$ cat config.mk
export PLATFORM = sky130hd
export DESIGN_NAME = pwr_mode_ctrl
export DESIGN_NICKNAME = d
export VERILOG_FILES = /design/src/rtl/pwr_mode_pkg.sv /design/src/rtl/energy_sync.sv /design/src/rtl/persist_timer.sv /design/src/rtl/pwr_mode_ctrl.sv
export SDC_FILE = /design/constraint.sdc
export NUM_CORES = 1
export LEC_CHECK = 0
export BUFFER_PORTS_ARGS = -buffer_cell sky130_fd_sc_hd__buf_2
export CORE_MARGIN = 2
export CORE_UTILIZATION = 54
export CTS_CLUSTER_DIAMETER = 60
export DETAILED_ROUTE_END_ITERATION = 7
export GPL_ROUTABILITY_DRIVEN = 1
export HOLD_SLACK_MARGIN = 0.02
export PLACE_DENSITY = 0.77
export SYNTH_ARGS = -nofsm -noshare
export SYNTH_HDL_FRONTEND = slang
export SYNTH_SLANG_ARGS = --single-unit
export TNS_END_PERCENT = 10
$ cat constraint.sdc
create_clock -name clk -period 2.16 [get_ports clk]
set_clock_uncertainty 0.2 [all_clocks]
set_input_delay 0.108 -clock clk [delete_from_list [all_inputs] [get_ports clk]]
set_output_delay 0.108 -clock clk [all_outputs]
set_load 0.02 [all_outputs]
$ cat src/rtl/pwr_mode_pkg.sv
package pwr_mode_pkg;

    typedef enum logic [1:0] {
        MODE_NORMAL = 2'b00,
        MODE_EDET   = 2'b01,
        MODE_SOFTPD = 2'b10,
        MODE_PSAVE  = 2'b11
    } pm_mode_e;

    typedef enum logic [2:0] {
        ST_NORMAL,
        ST_ED_AWAKE,
        ST_ED_ASLEEP,
        ST_SOFT_PD,
        ST_PWR_SAVE
    } pm_state_e;

    typedef struct packed {
        logic clk_en;
        logic host_en;
        logic phy_en;
        logic mac_en;
        logic rx_trim;
        logic low_pwr;
    } pm_enables_t;

    function automatic pm_state_e entry_state(input logic [1:0] m);
        pm_state_e s;
        unique case (m)
            MODE_NORMAL: s = ST_NORMAL;
            MODE_EDET:   s = ST_ED_AWAKE;
            MODE_SOFTPD: s = ST_SOFT_PD;
            default:     s = ST_PWR_SAVE;
        endcase
        return s;
    endfunction

endpackage

$ cat src/rtl/energy_sync.sv
module energy_sync #(
    parameter int STAGES = 2
) (
    input  logic clk,
    input  logic rst_n,
    input  logic d_i,
    output logic q_o
);
    logic [STAGES-1:0] chain;

    generate
        if (STAGES == 1) begin : g_one
            always_ff @(posedge clk or negedge rst_n) begin
                if (!rst_n) chain <= '0;
                else        chain <= d_i;
            end
        end else begin : g_many
            always_ff @(posedge clk or negedge rst_n) begin
                if (!rst_n) chain <= '0;
                else        chain <= {chain[STAGES-2:0], d_i};
            end
        end
    endgenerate

    assign q_o = chain[STAGES-1];

endmodule

$ cat src/rtl/persist_timer.sv
module persist_timer #(
    parameter int CNT_W = 8
) (
    input  logic             clk,
    input  logic             rst_n,
    input  logic             en_i,
    input  logic             clr_i,
    input  logic             cond_i,
    input  logic             tick_i,
    input  logic [CNT_W-1:0] limit_i,
    output logic             hit_o
);
    localparam logic [CNT_W-1:0] CNT_MAX = '1;

    logic [CNT_W-1:0] cnt;

    always_ff @(posedge clk or negedge rst_n) begin
        if (!rst_n)
            cnt <= '0;
        else if (clr_i || !en_i || !cond_i)
            cnt <= '0;
        else if (tick_i && cnt != CNT_MAX)
            cnt <= cnt + 1'b1;
    end

    assign hit_o = en_i && !clr_i && cond_i && tick_i && (cnt >= limit_i);

    AST_RUN_RESTARTS: assert property (@(posedge clk) disable iff (!rst_n)
        (en_i && !cond_i) |=> (cnt == '0));

    AST_COUNT_BOUNDED: assert property (@(posedge clk) disable iff (!rst_n)
        (!tick_i && !clr_i && en_i && cond_i) |=> $stable(cnt));

endmodule

$ cat src/rtl/pwr_mode_ctrl.sv
module pwr_mode_ctrl
    import pwr_mode_pkg::*;
#(
    parameter int TIME_W      = 8,
    parameter int SYNC_STAGES = 2
) (
    input  logic                  clk,
    input  logic                  rst_n,
    input  logic                  mode_wr,
    input  logic [1:0]            mode_wdata,
    input  logic                  auto_wake,
    input  logic                  wake_to_norm,
    input  logic [2*TIME_W-1:0]   timer_cfg,
    input  logic                  energy_raw,
    input  logic                  tick,
    output logic [1:0]            mode_q,
    output logic                  low_pwr,
    output logic                  rx_trim,
    output logic                  clk_en,
    output logic                  host_en,
    output logic                  phy_en,
    output logic                  mac_en
);
    localparam int TMR_W = 2 * TIME_W;

    pm_state_e   state, state_nx;
    pm_enables_t en;
    logic        energy_s;
    logic        sleep_hit, wake_hit;
    logic [TIME_W-1:0] sleep_lim, wake_lim;

    assign sleep_lim = timer_cfg[TIME_W-1:0];
    assign wake_lim  = timer_cfg[TMR_W-1:TIME_W];

    energy_sync #(.STAGES(SYNC_STAGES)) u_sync (
        .clk   (clk),
        .rst_n (rst_n),
        .d_i   (energy_raw),
        .q_o   (energy_s)
    );

    persist_timer #(.CNT_W(TIME_W)) u_quiet (
        .clk     (clk),
        .rst_n   (rst_n),
        .en_i    (state == ST_ED_AWAKE),
        .clr_i   (mode_wr),
        .cond_i  (!energy_s),
        .tick_i  (tick),
        .limit_i (sleep_lim),
        .hit_o   (sleep_hit)
    );

    persist_timer #(.CNT_W(TIME_W)) u_active (
        .clk     (clk),
        .rst_n   (rst_n),
        .en_i    (state == ST_ED_ASLEEP),
        .clr_i   (mode_wr),
        .cond_i  (energy_s),
        .tick_i  (tick),
        .limit_i (wake_lim),
        .hit_o   (wake_hit)
    );

    // next-state logic
    always_comb begin
        state_nx = state;
        if (mode_wr) begin
            state_nx = entry_state(mode_wdata);            // HOST_WRITE
        end else begin
            unique case (state)
                ST_ED_AWAKE:
                    if (sleep_hit) state_nx = ST_ED_ASLEEP; // GO_SLEEP
                ST_ED_ASLEEP:
                    if (wake_hit && auto_wake)
                        state_nx = wake_to_norm ? ST_NORMAL    // WAKE_NORMAL
                                                : ST_ED_AWAKE; // WAKE_STAY
                default: state_nx = state;
            endcase
        end
    end

    // state register
    always_ff @(posedge clk or negedge rst_n) begin
        if (!rst_n) state <= ST_NORMAL;
        else        state <= state_nx;
    end

    // outputs
    always_comb begin
        en     = '{clk_en: 1'b1, host_en: 1'b1, phy_en: 1'b1, mac_en: 1'b1,
                   rx_trim: 1'b0, low_pwr: 1'b0};
        mode_q = MODE_NORMAL;
        unique case (state)
            ST_NORMAL:   mode_q = MODE_NORMAL;
            ST_ED_AWAKE: mode_q = MODE_EDET;
            ST_ED_ASLEEP: begin
                mode_q = MODE_EDET;
                en     = '{clk_en: 1'b0, host_en: 1'b0, phy_en: 1'b0, mac_en: 1'b0,
                           rx_trim: 1'b0, low_pwr: 1'b1};
            end
            ST_SOFT_PD: begin
                mode_q = MODE_SOFTPD;
                en     = '{clk_en: 1'b0, host_en: 1'b0, phy_en: 1'b0, mac_en: 1'b0,
                           rx_trim: 1'b0, low_pwr: 1'b0};
            end
            ST_PWR_SAVE: begin
                mode_q     = MODE_PSAVE;
                en.rx_trim = 1'b1;
            end
            default: mode_q = MODE_NORMAL;
        endcase
    end

    assign clk_en  = en.clk_en;
    assign host_en = en.host_en;
    assign phy_en  = en.phy_en;
    assign mac_en  = en.mac_en;
    assign rx_trim = en.rx_trim;
    assign low_pwr = en.low_pwr;

    AST_WRITE_LANDS: assert property (@(posedge clk) disable iff (!rst_n)
        mode_wr |=> (mode_q == $past(mode_wdata)));

    AST_LOWPWR_IN_ED: assert property (@(posedge clk) disable iff (!rst_n)
        low_pwr |-> (mode_q == MODE_EDET && !clk_en && !mac_en));

    AST_NO_SLEEP_ON_ENERGY: assert property (@(posedge clk) disable iff (!rst_n)
        (state == ST_ED_AWAKE && !mode_wr && energy_s) |=> (state != ST_ED_ASLEEP));

    AST_NO_AUTO_HOLDS: assert property (@(posedge clk) disable iff (!rst_n)
        (state == ST_ED_ASLEEP && !mode_wr && !auto_wake) |=> (state == ST_ED_ASLEEP));

    AST_STAY_NOT_NORMAL: assert property (@(posedge clk) disable iff (!rst_n)
        (state == ST_ED_ASLEEP && !mode_wr && !wake_to_norm) |=> (mode_q != MODE_NORMAL));

    AST_SOFTPD_DARK: assert property (@(posedge clk) disable iff (!rst_n)
        (mode_q == MODE_SOFTPD) |-> !(clk_en || host_en || phy_en || mac_en));

endmodule

==> run summary, run 1 <==
The flow ran to the end, and the final reports show no timing, DRC or antenna violations. The count of buffers inserted at the top-level ports came out at 32. TritonCTS built the clock tree. The type of the worst setup path is reg -> reg. Measured in cells, the most critical reg-to-reg path has a length of 6. The clock edge transition at the registers on the reported setup and hold paths is 0.13 ns. By area the synthesized netlist is led by dfrtp_1 34%, ha_1 16%, inv_1 5.1%.

The kind of capture point of the worst setup path is a flop. Cells with a size suffix above 1 make up 23.8% of the layout. The net switching fraction of the power came out at 29.2%. The number of inserted diodes is 0.

The worst register-to-register path begins at u_active.cnt[3]. The summed negative setup slack over all endpoints came out at 0 ns. The vertical extent of the die came out at 57.7 µm. The average cell area after synthesis came out at 9.49 µm².

Entering global routing, the biggest net connects 22 pins. The number of cells produced by synthesis is ~160. The number of antenna violations at the first check in global routing is 0. The top cell type's share of synthesized area came out at 33.8%. The wire length of the first global-routing pass came out at 5.22 mm. The remaining design rule violation count came out at 0. The largest total area in the synthesized netlist belongs to dfrtp_1. Clock tree synthesis selected as its root buffer the cell clkbuf_4. The post-synth net total came out at 209. The weighted congestion reported at the end of routability-driven placement is 0.778. The post-detailed-route via-to-cell ratio is between 5 and 6.

The synthesis-to-layout area growth is 16.6%. The unique cell type count in the Yosys netlist came out at 40. Tracing the worst setup path back leads to its startpoint at u_active.cnt[3]. The buffers inserted during post-CTS setup optimization came out at 0.

The worst-margin pin slew is 0.464 ns. Setup repair after global routing left no endpoint under its margin. The number of warnings issued by yosys came out at 0. The number of nets with antenna violations after routing came out at 0. The number of fillers in the final layout is 229. The share of total power in combinational logic came out at slightly above 20%. The post-layout net count came out at 248. The effective utilization at floorplan came out at 56.4%. Data on the critical path arrives at its endpoint at 1.92 ns. CTS built an H-tree with a depth of 1. In this run the critical register-to-register path is captured at state[1].

The via count of the first global-routing pass was about 1300. The cell leakage power came out at 0.917 nW. The worst min-delay path category is in -> async. The power density of the placed cells is approximately 420 mW/mm². The worst path uses 88.2% of the clock period.

The category of the worst setup path launch point is a flop. In this run the core area contains 19 standard-cell rows. The number of endpoints with negative hold slack in the final report came out at 0. The core region area is 0.00276 mm².

The first TritonRoute pass finished after 4 iterations. The overall via count from detail_route came out at between 1000 and 1500. The boundary pin count is 33.

In the final routed layout, each cell accounts on average for 12.5 µm. The TritonCTS sink count came out at 21. The later-pin clock latency in the skew report is 0.31 ns. For the worst setup path, the data required time is between 2 and 2.5 ns. The synthesized design contains 21 register bits. From left edge to right edge, the die measures 57.7 µm. The prevailing post-synth register cell is dfrtp_1. In this run, CTS created clock tree buffers numbering 3. The internal power of the cells totals 0.543 mW. The final hold slack is 0.0654 ns. Summed over all layers, the routed wires come to 2.91 mm. The worst slew margin relative to its limit is approximately 69%. Setup violations remaining at the end of the flow were counted as 0. The clock network fraction of total power came out at 25.6%. The total routing usage reported by global routing came out at approximately 20%. The analysis attributes to net switching a power of 0.223 mW.

The number of buffers on the longest clock path is 2. The HPWL after detailed placement came out at 2.36 mm. The initial DRC count is between 40 and 50. The final number of max-transition violations came out at 0.

The aggregate global routing overflow is 0. The final period demand of the worst path is 1.91 ns. The worst-path maximum fanout is 6.

The part of the Yosys area used for sequential elements is about a third. The largest vdd supply drop is around 0.00041 V. The critical path ends at state[1]. The fraction of power consumed by sequential logic is 54.0%. Max-cap violations in this run came to 0. The number of synthesized flops with an enable pin came out at 0. Sorting the synthesized cells by how often they occur yields 21 x dfrtp_1, 21 x inv_1, 20 x ha_1, 15 x nor2_1, 7 x nand2_1. In the synthesized netlist the async set-or-reset flop fraction comes to 100%. The setup check on the worst reg-to-reg path leaves a slack of roughly 0.25 ns. The post-synthesis cell area came out at 0.00156 mm². The highest achievable clock rate came out at 525 MHz. The area of the die is roughly 0.0033 mm².
registers in the layout, summed over array words and instances (netlist names):
| register | flops |
|---|---|
| state | 3 |
| u_quiet.cnt | 8 |
| u_active.cnt | 8 |
| u_sync.chain | 2 |
metrics by stage:
step / power, mW / setup WS (ns) / utilization, % / instances / instance area, µm²
floorplan: 0.519 / 0.383 / - / 164 / 1560
global placement: 0.562 / 0.320 / 62.3 / 222 / 1720
detailed placement: 0.569 / 0.251 / 62.3 / 222 / 1720
CTS: 0.776 / 0.224 / 65.8 / 233 / 1810
global route: 0.810 / 0.103 / 65.8 / 233 / 1810
finish: 0.766 / 0.254 / 65.8 / 233 / 1810
placed cells by master (no fill, tap or decap), types with 6 or more instances in the layout:
| cell type | n |
|---|---|
| nand2_1 | 7 |
| dfrtp_1 | 21 |
| nor2_1 | 15 |
| ha_1 | 20 |
| a21oi_1 | 6 |
| buf_2 | 32 |
| inv_1 | 21 |
| dlygate4sd3_1 | 7 |
| xnor2_1 | 6 |
kinds of logic after synthesis:
kind of cell,Yosys count,share of synthesized area [%]
simple gates,53,19.1
compound gates,30,15.4
buf+inv,26,7.56
flops,21,33.8
fa+ha+maj,20,16.1
xor+xnor,11,6.19
mux,3,2.01
power by group through the flow:
stage | logic [mW] | clock network [mW] | registers, mW
finish | 0.157 | 0.196 | 0.413
global placement | 0.143 | 0 | 0.420
CTS | 0.159 | 0.204 | 0.413
global route | 0.175 | 0.220 | 0.415
floorplan | 0.101 | 0 | 0.417
detailed placement | 0.148 | 0 | 0.421
cell type report:
type | instances | area, µm² | share of cell area (%)
flip-flops and latches | 21 | 526 | 29.0
multi-input cells | 117 | 913 | 50.3
clock inverters | 1 | 5.00 | 0.276
repair buffers | 39 | 230 | 12.7
inverters | 21 | 78.8 | 4.34
clock buffers | 3 | 22.5 | 1.24
well taps | 31 | 38.8 | 2.14
critical path: stages (launching register included):
cell,delay (ns)
dfrtp_1,0.46
ha_1,0.29
o21a_1,0.11
nor2_1,0.04
o31ai_2,0.31
a21boi_1,0.11
o31a_1,0.28
how the worst min path moves through the flow:
| stage | to | slack (ns) | cells after the start |
|---|---|---|---|
| finish | u_active.cnt[6] | 0.07 | 2 |
| global route | u_active.cnt[2] | 0.10 | 2 |
| floorplan | state[0] | -0.39 | 0 |
| global placement | u_active.cnt[5] | -0.12 | 1 |
| detailed placement | u_active.cnt[6] | -0.11 | 1 |
| CTS | u_active.cnt[6] | 0.08 | 2 |
layer usage:
metal / up-vias / global-route usage (%) / routed length (µm)
li1: 645 / - / -
met1: 592 / 24.7 / 1390
met2: 27 / 35.1 / 1390
met3: 2 / 4.46 / 123
met4: 0 / 4.65 / 17
met5: - / 0 / 0
repair_timing:
action,CTS,global route
resized for setup,0,0
hold endpoints to repair,26,0
hold buffers,7,0
setup endpoints to repair,0,0
No activity file was read; power rests on OpenSTA's default activity.
==> run 2, diff against run 1 <==
- CORE_UTILIZATION: 54 -> 58
- PLACE_DENSITY: 0.77 -> 0.84
- SKIP_LAST_GASP: default -> 1
- clock period: 2.16 -> 2.4 ns (I/O delays scaled with it)
==> run summary, run 2 (synthesized netlist as in run 1, its figures left out) <==
The run finished with clean final reports. The highest achievable clock rate is 521 MHz (-0.76%). The length of the first detailed-routing pass in iterations came to 4 (unchanged). The buffer cell driving the clock tree root is clkbuf_4.

The overall via count from detail_route is 1271 (+0.39%). The vertical extent of the die is 55.8 µm (-3.3%). The post-detailed-route via-to-cell ratio is 5.50 (+1.3%). The worst-case register-to-register setup slack was 0.48 ns (+0.23 ns). The worst setup path is captured at a flop. The number of buffers created by CTS came out at 3 (unchanged). The wire length of the first global-routing pass is 5.33 mm (+2.1%).

The aggregate global routing overflow is 0 (unchanged). The number of fillers in the final layout came out at 182 (-21%). The launch point of the worst path is u_active.cnt[7].

The share of total power in combinational logic is 20.6% (+0.2 points). The routed length per instance came to 13.1 µm (+5.2%). The final standard cell count with taps included and fillers excluded came out at 231 (-0.86%). The clock edge transition at the registers on the reported setup and hold paths is 0.12 ns (about the same). The floorplan row count came out at 18 (-1). The TritonCTS sink count is 21 (unchanged). The largest registers in the layout are u_active.cnt: 8 flops, u_quiet.cnt: 8 flops, state: 3 flops. The number of antenna violations at the first check in global routing was 0 (unchanged).

The count of buffers inserted at the top-level ports is 32 (unchanged). The initial DRC count is 57 (+27%). The reported max-cap violation count is 0 (unchanged). The boundary pin count was 33 (unchanged). The fraction of power consumed by sequential logic is 54.3% (+0.3 points). Setup repair after global routing left no endpoint under its margin. The remaining design rule violation count was 0 (unchanged). The ratio of final minimum period to clock period is 80.0% (-8.2 points). The final hold slack was 0.0363 ns (-0.0292 ns). The cell leakage power is 0.910 nW (-0.75%). The critical path in this run is classified as reg -> reg. The worst path required time came out at 2.41 ns (+0.24 ns). The buffers inserted during post-CTS setup optimization came to 0 (unchanged). The number of endpoints with negative hold slack in the final report is 0 (unchanged). The area of the die is 0.00311 mm² (-6.4%). The via count of the first global-routing pass is 1258 (-0.47%). In the layout the commonest cells are 32 x buf_2, 21 x inv_1, 21 x dfrtp_1.

The final period demand of the worst path came to 1.92 ns (+0.0146 ns). The total routing usage reported by global routing is 21.3% (+1.5 points). The core region area came out at 0.00250 mm² (-9.3%).

The later-pin clock latency in the skew report came to 0.31 ns (about the same). Leaving out fill and tap cells, the most frequent cell in the layout is buf_2. The cell-internal power is 0.490 mW (-9.7%). The net switching fraction of the power came to 28.4% (-0.75 points). The worst slew margin relative to its limit is 68.9% (-0.14 points). The signal on the critical path passes through ha_1 > nand4_1 > o31ai_2 > a21boi_1 > o31a_1. The area growth from synthesis to layout is 15.8%.

The weighted congestion reported at the end of routability-driven placement came out at 0.801 (+2.9%). The worst-margin pin slew is 0.466 ns (+0.00207 ns). TritonCTS built the clock tree. The arrival time at the worst endpoint is 1.93 ns (about the same). The summed negative setup slack over all endpoints is 0 ns (unchanged). The startpoint identified for the worst hold timing path is tick. The power density of the placed cells is 380 mW/mm² (-10%). The longest individual stage delay on the worst path came out at 0.47 ns (about the same).

The effective utilization at floorplan came out at 62.3% (+5.8 points). The total number of H-tree levels is 1 (unchanged). Broken down by cell family, the worst path's largest delay share belongs to compound AO/OA/AOI/OAI gates.

The net switching power came out at 0.194 mW (-13%). The horizontal die dimension was 55.8 µm (-3.3%). The worst-path maximum fanout came to 5 (-1). The final setup violation count came to 0 (unchanged). STA classifies the critical path startpoint as a flop.

The clock network fraction of total power was 25.1% (-0.5 points). Among all stages on the critical path, the largest delay is contributed by dfrtp_1. The launching point of the worst reg2reg path is u_active.cnt[7]. The number of nets with antenna violations after routing is 0 (unchanged). The number of inserted diodes came out at 0 (unchanged). The number of buffers on the longest clock path came to 2 (unchanged). The worst hold path belongs to the class in -> reg. The HPWL after detailed placement is 2.42 mm (+2.6%). The post-layout net count was 247 (-0.40%).

The worst path buffer plus inverter count was 0 (unchanged). The fraction of layout cells with a size suffix above 1 came out at 23.4% (-0.38 points). The pin count of the biggest net entering global routing is 22 (unchanged).

The largest vdd supply drop is 0.000388 V (-5.7%). The final number of max-transition violations came out at 0 (unchanged). The number of cells in the design after placement is 221 (-0.45%).

The final wirelength came to 3.04 mm (+4.3%).
==> run 2: routing by layer <==
layer	up-vias	global-route usage, %	routed length [µm]
li1	645	-	-
met1	591	27.8	1420
met2	33	37.4	1480
met3	2	4.42	131
met4	0	2.79	10
met5	-	0	0
==> run 2: final cells by class <==
cell class,instances,area (µm²),area share [%]
Tap cell,30,37.5,2.08
Multi-Input combinational cell,117,913,50.7
Sequential cell,21,526,29.2
Clock buffer,4,26.3,1.46
Inverter,21,78.8,4.37
Timing Repair Buffer,38,220,12.2
==> run 2: stage by stage <==
stage / total power, mW / instance area [µm²] / setup WS, ns / util (%)
6_report: 0.684 / 1800 / 0.480 / 72.1
5_1_grt: 0.723 / 1800 / 0.360 / 72.1
4_1_cts: 0.690 / 1800 / 0.467 / 72.1
3_5_place_dp: 0.512 / 1720 / 0.478 / 68.6
3_3_place_gp: 0.506 / 1720 / 0.568 / 68.6
2_1_floorplan: 0.467 / 1560 / 0.623 / -
==> run 2: timing repair <==
action,4_1_cts,5_1_grt
hold endpoints to repair,25,0
resized for setup,0,0
hold buffers,6,0
==> run 2: final timing paths <==
check | endpoint | cells after the start
max | state[1] | 5
max reg2reg | state[1] | 5
min in group asynchronous | u_active.cnt[6] | 2
min reg2reg | u_sync.chain[1] | 0
min | u_quiet.cnt[2] | 3
max in group asynchronous | u_quiet.cnt[4] | 2
==> run 2: power groups by stage <==
stage / Sequential [mW] / Clock (mW) / Combinational [mW]
after floorplan: 0.376 / 0 / 0.0910
after global placement: 0.377 / 0 / 0.128
after detailed placement: 0.378 / 0 / 0.133
after CTS: 0.371 / 0.177 / 0.142
after global routing: 0.373 / 0.192 / 0.158
final: 0.372 / 0.172 / 0.141
==> run 2: worst min-delay path, stage by stage <==
cell and delay [ns]:
buf_2 0.17, a21oi_1 0.16, a211oi_1 0.06
==> run 3, diff against run 2 <==
- CORE_UTILIZATION: 58 -> 49
- PLACE_DENSITY: 0.84 -> 0.76
- clock period: 2.4 -> 1.7 ns (I/O delays scaled with it)
==> run summary, run 3 (synthesized netlist as in run 1, its figures left out) <==
The run finished, with violations left. The checks that failed: negative setup slack. STA classifies the critical path endpoint as a flop.

The aggregate global routing overflow is 0 (unchanged). The length of the first detailed-routing pass in iterations came out at 4 (unchanged). The final core utilization is 66.2% (-5.9 points). The HPWL after detailed placement is 2.80 mm (+16%). The post-layout net count came out at 271 (+9.7%). The number of buffers on the longest clock path is 2 (unchanged). The floorplan row count came out at 20 (+2). In this run the critical register-to-register path is launched from u_active.cnt[0]. The TritonCTS sink count is 21 (unchanged).

The post-detailed-route via-to-cell ratio was 5.13 (-6.8%). The clock edge transition at the registers on the reported setup and hold paths was 0.13 ns (about the same). The area of the die came out at 0.00364 mm² (+17%). The footprint of the multi-input gates came out at 916 µm² (+0.27%). In this run the worst hold path is classified as in -> async. The number of endpoints with negative hold slack in the final report was 0 (unchanged).

The count of buffers inserted at the top-level ports was 32 (unchanged). The worst slew margin relative to its limit came out at 66.9% (-2.0 points). The horizontal die dimension came out at 60.4 µm (+8.2%). The library cell used most frequently in the layout, excluding fill and tap cells, is buf_2. The boundary pin count came to 33 (unchanged). The largest vdd supply drop came out at 0.000358 V (-7.8%). The reported max-cap violation count came out at 0 (unchanged). In the final layout, the registers with the most flip-flops are u_active.cnt: 8 flops, u_quiet.cnt: 8 flops, state: 3 flops. The number of antenna violations at the first check in global routing is 0 (unchanged). The worst-margin pin slew is 0.496 ns (+0.0300 ns). The highest achievable clock rate is 537 MHz (+3.1%). The worst-case register-to-register setup slack is -0.16 ns (-0.64 ns).

In this run the critical register-to-register path is captured at state[0]. The critical path is of the reg -> reg type. The number of buffers created by CTS came out at 3 (unchanged). The worst path required time is 1.70 ns (-0.71 ns). STA classifies the critical path startpoint as a flop. The setup slack of the critical path after layout came out at -0.162 ns (-0.642 ns). The ratio of final minimum period to clock period came out at 110% (+30 points).

The via count of the first global-routing pass is 1389 (+10%). The placement-stage cell area came out at 0.00190 mm² (+11%). The cell leakage power is 1.04 nW (+14%).

The overall via count from detail_route came out at 1379 (+8.5%). The total power draw was 0.996 mW (+46%). The final number of max-transition violations is 0 (unchanged). The count of cells resized by post-cts repair came out at 0 (unchanged). The number of inserted diodes was 0 (unchanged). The worst-path maximum fanout was 2 (-3).

The final period demand of the worst path came out at 1.86 ns (-0.0578 ns). The pin count of the biggest net entering global routing came out at 22 (unchanged). The power density of the placed cells was 497 mW/mm² (+31%). The synthesis-to-layout area growth is 28.8%. TritonCTS built the clock tree. The worst reg-to-reg path cell count came to 7 (+2). The core region area is 0.00303 mm² (+21%). The later-pin clock latency in the skew report came to 0.31 ns (about the same). The fraction of layout cells with a size suffix above 1 is 31.6% (+8.2 points). The number of fillers in the final layout came to 244 (+34%). The final setup violation count came out at 7 (+7). The weighted congestion reported at the end of routability-driven placement is 0.791 (-1.3%).

The arrival time at the worst endpoint is 1.86 ns (-0.07 ns). The final standard cell area without fillers came out at 0.00200 mm² (+11%). The effective utilization at floorplan came to 51.4% (-11 points). The total number of H-tree levels came out at 1 (unchanged). The wire length of the first global-routing pass is 5.73 mm (+7.5%). The total routing usage reported by global routing came out at 20.8% (-0.53 points). The library cells used most frequently in the layout, excluding fill and tap cells, are 32 x buf_2, 23 x buf_4, 21 x inv_1, 21 x dfrtp_1, 20 x ha_1. Setup repair after global routing could not meet its margin everywhere. The tree is rooted in a clkbuf_4. The routed length per instance came out at 13.0 µm (-1.3%). The final wirelength came out at 3.49 mm (+15%). The vertical extent of the die is 60.4 µm (+8.2%). The sequential cell area in the final layout came out at 526 µm² (unchanged). The initial DRC count came out at 29 (-49%). The remaining design rule violation count came out at 0 (unchanged). The number of nets with antenna violations after routing was 0 (unchanged).
==> run 3: worst max-delay path, stage by stage (launching register included) <==
cell	delay, ns
dfrtp_1	0.40
inv_1	0.08
ha_1	0.23
nand2b_4	0.15
a2111oi_4	0.32
o31ai_2	0.12
a21oi_1	0.17
o31ai_1	0.09
==> run 3: final cells by class <==
cell class | count | share of cell area, %
clock buffer | 4 | 1.31
inverter | 21 | 3.93
multi-input combinational | 117 | 45.7
tap | 44 | 2.75
sequential | 21 | 26.2
timing repair buffer | 62 | 20.1
==> run 3: worst max-delay path by stage <==
stage | endpoint | start | slack (ns) | cells past startpoint
after floorplan | state[0] | u_active.cnt[0] | -0.05 | 7
after global placement | state[1] | u_active.cnt[3] | -0.07 | 6
after detailed placement | state[0] | u_active.cnt[0] | -0.21 | 7
after CTS | state[0] | u_active.cnt[0] | -0.19 | 7
after global routing | state[1] | u_active.cnt[0] | -0.29 | 7
final | state[0] | u_active.cnt[0] | -0.16 | 7
==> run 3: through the flow <==
| stage | setup slack, ns | cells | hold WS, ns | setup TNS [ns] |
|---|---|---|---|---|
| after floorplan | -0.0506 | 164 | -0.411 | -0.100 |
| after CTS | -0.186 | 269 | 0.0692 | -0.676 |
| after detailed placement | -0.206 | 257 | -0.116 | -0.401 |
| after global placement | -0.0725 | 257 | -0.133 | -0.144 |
| final | -0.162 | 269 | 0.0507 | -0.672 |
| after global routing | -0.292 | 269 | 0.0835 | -1.81 |
==> run 3: what timing repair did <==
item                                   CTS  global route
endpoints found under the hold margin   26             0
setup buffers                            1             0
pin swaps                                2             0
setup endpoints to repair                6            16
hold buffers                             7             0
==> run 3: per-layer routing <==
| layer | global-route usage, % | wire length (µm) | part of all wire [%] |
|---|---|---|---|
| met5 | 0 | 0 | 0 |
| met4 | 6.67 | 25 | 0.72 |
| met3 | 1.28 | 82 | 2.4 |
| met2 | 42.7 | 1930 | 55 |
| met1 | 22.1 | 1450 | 42 |
==> run 3: report_power, final <==
part / internal (mW) / leakage (nW) / total (mW) / switching (mW)
Combinational: 0.102 / 0.736 / 0.221 / 0.119
Clock: 0.0915 / 0.0150 / 0.256 / 0.165
Sequential: 0.510 / 0.284 / 0.520 / 0.00958
Total: 0.703 / 1.04 / 0.996 / 0.293
